`config.mk`:
```
export PLATFORM = sky130hd
export DESIGN_NAME = evt_timer
export DESIGN_NICKNAME = d
export VERILOG_FILES = /design/src/rtl/evt_timer_pkg.sv /design/src/rtl/evt_bus_decode.sv /design/src/rtl/evt_down_counter.sv /design/src/rtl/evt_timer.sv
export SDC_FILE = /design/constraint.sdc
export NUM_CORES = 1
export LEC_CHECK = 0
export BUFFER_PORTS_ARGS = -buffer_cell sky130_fd_sc_hd__buf_2
export CORE_ASPECT_RATIO = 0.6
export CORE_MARGIN = 2
export CORE_UTILIZATION = 50
export CTS_BUF_LIST = sky130_fd_sc_hd__clkbuf_4 sky130_fd_sc_hd__clkbuf_8
export CTS_CLUSTER_DIAMETER = 150
export DETAILED_ROUTE_END_ITERATION = 8
export PLACE_DENSITY_LB_ADDON = 0.3
export SLEW_MARGIN = 10
export SYNTH_ARGS = -nofsm -noshare
export SYNTH_HDL_FRONTEND = slang
export SYNTH_SLANG_ARGS = --single-unit
```
`constraint.sdc`:
```
create_clock -name clk -period 2.9 [get_ports clk]
set_input_delay 0.29 -clock clk [delete_from_list [all_inputs] [get_ports clk]]
set_output_delay 0.29 -clock clk [all_outputs]
set_load 0.01 [all_outputs]
```
`src/rtl/evt_timer_pkg.sv`:
```
package evt_timer_pkg;
    localparam int DATA_W   = 32;
    localparam int ADDR_W   = 8;
    localparam int CNT_W    = 56;
    localparam int HI_W     = CNT_W - DATA_W;

    localparam logic [ADDR_W-1:0] OFF_RELOAD_LO = 8'h00;
    localparam logic [ADDR_W-1:0] OFF_CTRL      = 8'h04;
    localparam logic [ADDR_W-1:0] OFF_IRQ_EN    = 8'h2C;
    localparam logic [ADDR_W-1:0] OFF_IRQ_CLR   = 8'h34;

    localparam int BIT_RUN    = 24;
    localparam int BIT_REPEAT = 28;
    localparam int BIT_LOAD   = 30;

    typedef enum logic [2:0] {
        SEL_NONE,
        SEL_RELOAD_LO,
        SEL_CTRL,
        SEL_IRQ_EN,
        SEL_IRQ_CLR
    } reg_sel_e;
endpackage

```
`src/rtl/evt_bus_decode.sv`:
```
module evt_bus_decode
    import evt_timer_pkg::*;
(
    input  logic [ADDR_W-1:0] addr,
    input  logic              we,
    output reg_sel_e          sel,
    output logic              wr_lo,
    output logic              wr_ctrl,
    output logic              wr_ie,
    output logic              wr_clr
);
    always_comb begin
        case (addr)
            OFF_RELOAD_LO: sel = SEL_RELOAD_LO;
            OFF_CTRL:      sel = SEL_CTRL;
            OFF_IRQ_EN:    sel = SEL_IRQ_EN;
            OFF_IRQ_CLR:   sel = SEL_IRQ_CLR;
            default:       sel = SEL_NONE;
        endcase
        wr_lo   = we && (sel == SEL_RELOAD_LO);
        wr_ctrl = we && (sel == SEL_CTRL);
        wr_ie   = we && (sel == SEL_IRQ_EN);
        wr_clr  = we && (sel == SEL_IRQ_CLR);
    end
endmodule

```
`src/rtl/evt_down_counter.sv`:
```
module evt_down_counter #(
    parameter int CNT_W = 56
) (
    input  logic             clk,
    input  logic             rst_n,
    input  logic             load,
    input  logic [CNT_W-1:0] load_val,
    input  logic             run,
    input  logic             tick,
    input  logic             rpt,
    input  logic [CNT_W-1:0] reload,
    output logic             expire
);
    logic [CNT_W-1:0] count_d, count_q;
    logic             step;

    always_comb begin
        step    = run && tick && !load;
        expire  = step && (count_q <= CNT_W'(1));
        count_d = count_q;
        if (load)
            count_d = load_val;
        else if (expire)
            count_d = rpt ? reload : '0;
        else if (step)
            count_d = count_q - CNT_W'(1);
    end

    always_ff @(posedge clk or negedge rst_n) begin
        if (!rst_n) count_q <= '0;
        else        count_q <= count_d;
    end

    // one decrement per accepted tick
    a_r4_decrement: assert property (@(posedge clk) disable iff (!rst_n)
        (run && tick && !load && count_q > CNT_W'(1)) |=> (count_q == $past(count_q) - CNT_W'(1)));

    // a load places the composed value
    a_r3_load_value: assert property (@(posedge clk) disable iff (!rst_n)
        load |=> (count_q == $past(load_val)));

    // repeat expiry restores the reload
    a_r6_repeat_reload: assert property (@(posedge clk) disable iff (!rst_n)
        (expire && rpt) |=> (count_q == $past(reload)));
endmodule

```
`src/rtl/evt_timer.sv`:
```
module evt_timer
    import evt_timer_pkg::*;
(
    input  logic              clk,
    input  logic              rst_n,
    input  logic [ADDR_W-1:0] bus_addr,
    input  logic [DATA_W-1:0] bus_wdata,
    input  logic              bus_we,
    input  logic              bus_re,
    output logic [DATA_W-1:0] bus_rdata,
    input  logic              tick,
    output logic              irq
);
    typedef struct packed {
        logic [DATA_W-1:0] reload_lo;
        logic [HI_W-1:0]   reload_hi;
        logic              run;
        logic              rpt;
        logic              ie;
        logic              pend;
    } regs_t;

    regs_t    regs_d, regs_q;
    reg_sel_e sel;
    logic     wr_lo, wr_ctrl, wr_ie, wr_clr;
    logic     load_cmd, expire;

    evt_bus_decode u_dec (
        .addr    (bus_addr),
        .we      (bus_we),
        .sel     (sel),
        .wr_lo   (wr_lo),
        .wr_ctrl (wr_ctrl),
        .wr_ie   (wr_ie),
        .wr_clr  (wr_clr)
    );

    assign load_cmd = wr_ctrl && bus_wdata[BIT_LOAD];

    evt_down_counter #(.CNT_W(CNT_W)) u_cnt (
        .clk      (clk),
        .rst_n    (rst_n),
        .load     (load_cmd),
        .load_val ({bus_wdata[HI_W-1:0], regs_q.reload_lo}),
        .run      (regs_q.run),
        .tick     (tick),
        .rpt      (regs_q.rpt),
        .reload   ({regs_q.reload_hi, regs_q.reload_lo}),
        .expire   (expire)
    );

    always_comb begin
        regs_d = regs_q;
        if (wr_lo)
            regs_d.reload_lo = bus_wdata;
        if (wr_ctrl) begin
            regs_d.reload_hi = bus_wdata[HI_W-1:0];
            regs_d.run       = bus_wdata[BIT_RUN];
            regs_d.rpt       = bus_wdata[BIT_REPEAT];
        end else if (expire && !regs_q.rpt) begin
            regs_d.run = 1'b0;
        end
        if (wr_ie)
            regs_d.ie = bus_wdata[0];
        if (expire)
            regs_d.pend = 1'b1;
        else if (wr_clr && bus_wdata[0])
            regs_d.pend = 1'b0;
    end

    always_ff @(posedge clk or negedge rst_n) begin
        if (!rst_n) regs_q <= '0;
        else        regs_q <= regs_d;
    end

    always_comb begin
        bus_rdata = '0;
        if (bus_re) begin
            case (sel)
                SEL_RELOAD_LO: bus_rdata = regs_q.reload_lo;
                SEL_CTRL: begin
                    bus_rdata[HI_W-1:0]  = regs_q.reload_hi;
                    bus_rdata[BIT_RUN]    = regs_q.run;
                    bus_rdata[BIT_REPEAT] = regs_q.rpt;
                end
                SEL_IRQ_EN:  bus_rdata[0] = regs_q.ie;
                SEL_IRQ_CLR: bus_rdata[0] = regs_q.pend;
                default:     bus_rdata = '0;
            endcase
        end
    end

    assign irq = regs_q.pend && regs_q.ie;

    // single-shot expiry drops the run bit
    a_r5_oneshot_stop: assert property (@(posedge clk) disable iff (!rst_n)
        (expire && !regs_q.rpt && !wr_ctrl) |=> !regs_q.run);

    // expiry always raises the pending flag
    a_r4_pend_set: assert property (@(posedge clk) disable iff (!rst_n)
        expire |=> regs_q.pend);

    // a clear with no expiry empties the flag
    a_r8_clear: assert property (@(posedge clk) disable iff (!rst_n)
        (wr_clr && bus_wdata[0] && !expire) |=> !regs_q.pend);

    // the load bit never reads back set
    a_r2_load_reads_zero: assert property (@(posedge clk) disable iff (!rst_n)
        !bus_rdata[BIT_LOAD]);

    // quiet read bus
    a_r1_idle_bus: assert property (@(posedge clk) disable iff (!rst_n)
        !bus_re |-> (bus_rdata == '0));
endmodule

```
; Yosys cells after proc, flatten, opt, wreduce, memory -nomap -nowiden
; Cells that the tools add are included.
[classes]
add_sub_neg = 1
n_mul = 0
div = 0
magnitude_cmp = 1
n_eq_ne = 7
shifts = 0
muxes = 15
bitwise = 0
reduce_logical = 17
[op_table]
columns = op, n
row1 = 2-to-1 mux 56 bit, 4
row2 = "<= comparator 56 x 1 -> 1 bit, second input constant", 1
row3 = "subtractor 56 x 1 -> 56 bit, second input constant", 1
row4 = one-hot mux 24 bit (2 select lines), 1
row5 = 2-to-1 mux 32 bit, 1
row6 = "== test 8 x 6 -> 1 bit, second input constant", 2
row7 = one-hot mux 3 bit (4 select lines), 1
row8 = logical AND 1 bit, 11
row9 = "== test 8 x 3 -> 1 bit, second input constant", 1
row10 = logical NOT 8 bit, 1
row11 = "== test 3 x 2 -> 1 bit, second input constant", 2
row12 = 2-to-1 mux 3 bit, 2
row13 = 2-to-1 mux 1 bit, 4
row14 = one-hot mux 1 bit (4 select lines), 1
row15 = nonzero test 2 bit, 2
row16 = "== test 3 x 1 -> 1 bit, second input constant", 1
row17 = "== test 3 bit, second input constant", 1
row18 = nonzero test 3 bit, 1
row19 = logical NOT 1 bit, 2
row20 = one-hot mux 1 bit (2 select lines), 1
[totals]
register_bits = 116
latchBits = 0
mem_bits_rw = 0
mem_bits_ro = 0
input_bits = 45
out_inout_bits = 33
wordCells = 48
mem_count = 0

; Longest topological paths before layout
[logic_depth]
depth_word = 11
depth_mapped = 9
ltp_nobuf = 8

; Cells and area by module
; A second synthesis with hierarchy kept.
[unflattened]
cells_unflattened = 649
area_unflattened_um2 = 6650.1
[by_module_without_submodules]
columns = mod, instances, cells_per_inst, area_each_um2, seq_area_each_um2
row1 = evt_down_counter, 1, 452, 3931.3, 1401.3
row2 = evt_timer, 1, 179, 2606.2, 1501.4
row3 = evt_bus_decode, 1, 18, 112.6, 0.0

; Worst setup path after synthesis
; Ideal clock, no wire load.
[synth_timing]
path_type = reg-to-reg
start = reg u_cnt.count_q[38]
end = reg u_cnt.count_q[51]
setup_ns = 0.126
t_arrival_ns = 2.526
required_time_ns = 2.774
path_slack_ns = 0.248
path_stages_with_launch = 8
path_cell_list = dfrtp_1 > or4_1 > buf_2 > or4_4 > nor3_2 > or4b_1 > xnor2_1 > a221o_1
[synth_between]
elab_chain_cells = 4
word_cells_on_any_way = 7
[synth_lines]
columns = element, line
row1 = from (decl), evt_down_counter.sv:14  ; logic [CNT_W-1:0] count_d, count_q;
row2 = from (signal assigned), evt_down_counter.sv:31  ; else count_q <= count_d;
row3 = subtractor 56 x 1 -> 56 bit / <= comparator 56 x 1 -> 1 bit (equally long branches), "evt_down_counter.sv:26, evt_down_counter.sv:19"
row4 = 2-to-1 mux 56 bit / logical AND 1 bit (equally long branches), "evt_down_counter.sv:25, evt_down_counter.sv:19"
row5 = 2-to-1 mux 56 bit, evt_down_counter.sv:23  ; else if (expire)
row6 = 2-to-1 mux 56 bit, evt_down_counter.sv:21  ; if (load)
; Several ways; a longest one is shown, not always the timed one. The select of a mux whose other input is x is not followed.
; A chain may end at the register's enable or synchronous reset.

; Final worst setup path
[layout_timing]
start = reg u_cnt.count_q[8]
end = reg u_cnt.count_q[28]
; Same word-level chain as after synthesis.

==> out/metrics.cfg <==
[outcome]
outcome = finished, final reports clean

[routing]
routed_wl_um = 21500
drt-initial-drc-count = 796
drtPass1Iterations = 5
wl_per_cell_um = 22.6
dr_total_vias = 6369
drc = 0
viasPerCell = 6.69
ant_nets = 0

[finish]
seq_area_um2 = 2900
final_util_pct = 60.5
multiInputGateArea_um2 = 3670
num_antenna_cells = 0
syn_to_final_growth_pct = 16.5
nFillCells = 1105
drive_above_1_share_pct = 29.3
instances_no_fill = 952
fin_nets = 816

[sta]
clock_skew_ps = 11.1
rsz0062_at_grt = yes
worst_pin_slew_ps = 1010
post-route-period-util_pct = 96.8
worst_hold_slack_ps = 67.4
max_freq_ghz = 0.356
fin_ws_ps = 93.5
fin_setup_tns_ps = 0
maxSlewHeadroom_pct = 32.8
post-route-min-period_ps = 2810
report.final.hold_viol_count = 0
slew_violations = 0
finalSetupViolations = 0

[logic_synthesis]
syn_avg_cell_area_um2 = 9.92
synth_compound_area_share_pct = 20.0
synth_top_family_by_area = compound AO/OA/AOI/OAI gates
yosys_warnings = 0
ys_types = 54
synthMuxAreaShare_pct = 9.64
yosys.area_share.xor_xnor_pct = 5.94
synth-seq-cells = 116
syn-cell-area_um2 = 6780
ys.flop_type = dfrtp_1
seq_area_frac_synth_pct = 42.8
yosys.area_share.simple_pct = 18.0
synthesis.nets = 730
yosys.area_share.adder_pct = 0.369
synthCells = 683
ys_async_sr_fraction_pct = 100
synth_edf_count = 0

[clock_network]
cts_tree = done
clock_latency_ps = 450
clkTransAtPathRegs_ps = 80
clockRootBuffer = clkbuf_8
clockBufferDepth = 2
cts_buffers = 17
cts.sinks = 116
htreeDepth = 4

[die]
die_area_um2 = 14500
design.portCount = 78
die_w_um = 154
start_util_pct = 51.9
coreArea_um2 = 13100
rows = 32
die_h_um = 94.2

[setup_path]
rrSetupSlack_ps = 90
critPathKind = register to register
crit_path_max_fanout = 9
setup.worst_path.end_class = register
crit_required_ps = 3280
start_kind = register
crit_arrival_ps = 3190

[global_route]
overflow = 0
antenna_found_initial = 0
grt_pass1_wl_um = 34300
grt_max_degree = 67
grt_usage_pct = 30.9
grt_pass1_vias = 6163

[pwr]
power.density_nw_per_um2 = 1380
ir_worst_vdd_mv = 0.938
leakage_uw = 0.00363

[place]
pre_cts_slack_ps = 166
placement.io_buffers = 77
gp_congestion = 0.998
placed_cells = 919
hpwlAfterDp_um = 14900

[flow_run]
maxCapViolCount = 0

[worst_hold_path]
hold_class = primary input to register

## worst max-delay path, cell delays in order, from the launching register on
cell     delay [ps]
dfrtp_1         440
or4_4           600
nor4_4          330
buf_4           230
nand4_1         370
or3_1           470
a21oi_1         170
a221o_1         130
## where the power goes
part / leakage, µW / internal [µW] / switching, µW
Clock: 0.000181 / 731 / 748
Combinational: 0.00185 / 2990 / 4060
Sequential: 0.00160 / 1930 / 470
Total: 0.00363 / 5650 / 5280
## registers in the layout (all words and copies together), names as in the netlist
register / flops
regs_q: 60
u_cnt.count_q: 56
## layer usage
| layer | global-route usage, % | up-vias | share of wire, % |
|---|---|---|---|
| met2 | 47.0 | 353 | 44 |
| met1 | 43.6 | 3219 | 43 |
| li1 | - | 2764 | - |
| met3 | 9.13 | 33 | 11 |
| met4 | 7.79 | 0 | 1.2 |
| met5 | 0 | - | 0 |
## metrics by stage
| stage | cell area [µm²] | power, µW |
|---|---|---|
| final | 7900 | 10900 |
| after global routing | 7900 | 11700 |
| after CTS | 7900 | 10800 |
| after detailed placement | 7500 | 9210 |
| after global placement | 7500 | 9070 |
| after floorplan | 6780 | 7320 |
## synth_stat cells, types with 10 or more instances
library cell | number | area (µm²)
dfrtp_1 | 116 | 2900
mux2_2 | 58 | 653
a21oi_1 | 46 | 230
a22oi_1 | 41 | 308
o21ai_0 | 34 | 170
xnor2_1 | 34 | 298
nor2_1 | 33 | 124
clkbuf_1 | 31 | 116
nor2b_1 | 27 | 169
nand2_1 | 25 | 93.8
a22o_1 | 24 | 210
nor4_1 | 21 | 131
nor3_1 | 17 | 85.1
a31oi_1 | 16 | 100
or3_1 | 14 | 87.6
nand4_1 | 13 | 81.3
xor2_1 | 12 | 105
and3_1 | 11 | 68.8
buf_2 | 10 | 50.1
## cell families (layout without fill, tap and decap cells)
group	count (synthesis)	after routing
xor gates and xnor gates	46	46
muxes	58	58
adders and majority gates	2	2
buffers and inverters	52	151
and+or+nand+nor	205	205
DFF	116	116
AOI/OAI and AO/OA	204	204
## timing repair
item / 4_1_cts / 5_1_grt
hold buffers: 1 / 0
endpoints found under the hold margin: 50 / 0
endpoints found under the setup margin: 0 / 2
resized for setup: 0 / 0
setup buffers: 0 / 0
## final cells by class
type / instances / share of cell area, %
Tap cell: 170 / 2.69
Multi-Input combinational cell: 515 / 46.4
Sequential cell: 116 / 36.8
Clock buffer: 19 / 3.31
Timing Repair Buffer: 115 / 9.03
Clock inverter: 13 / 1.58
Inverter: 4 / 0.190
## cells in the final DEF, fill, tap and decap left out, types with 13 or more instances in the layout
cell type and n:
a22oi_1 41, mux2_2 58, buf_2 76, xnor2_1 34
a22o_1 24, o21ai_0 34, nor2b_1 27, nand2_1 25
nor3_1 17, nor2_1 31, a31oi_1 16, dfrtp_1 116
nand4_1 13, a21oi_1 46, clkbuf_8 19, or3_1 14
nor4_1 21, buf_4 35
## worst paths after layout
path / start / to / cells past startpoint
max reg2reg: u_cnt.count_q[8] / u_cnt.count_q[28] / 7
min reg2reg: regs_q[0] / regs_q[0] / 2
min in group asynchronous: rst_n / u_cnt.count_q[8] / 2
max: u_cnt.count_q[8] / u_cnt.count_q[28] / 7
min: bus_wdata[27] / regs_q[55] / 2
max in group asynchronous: rst_n / u_cnt.count_q[28] / 3
No activity file was read; power rests on OpenSTA's default activity.
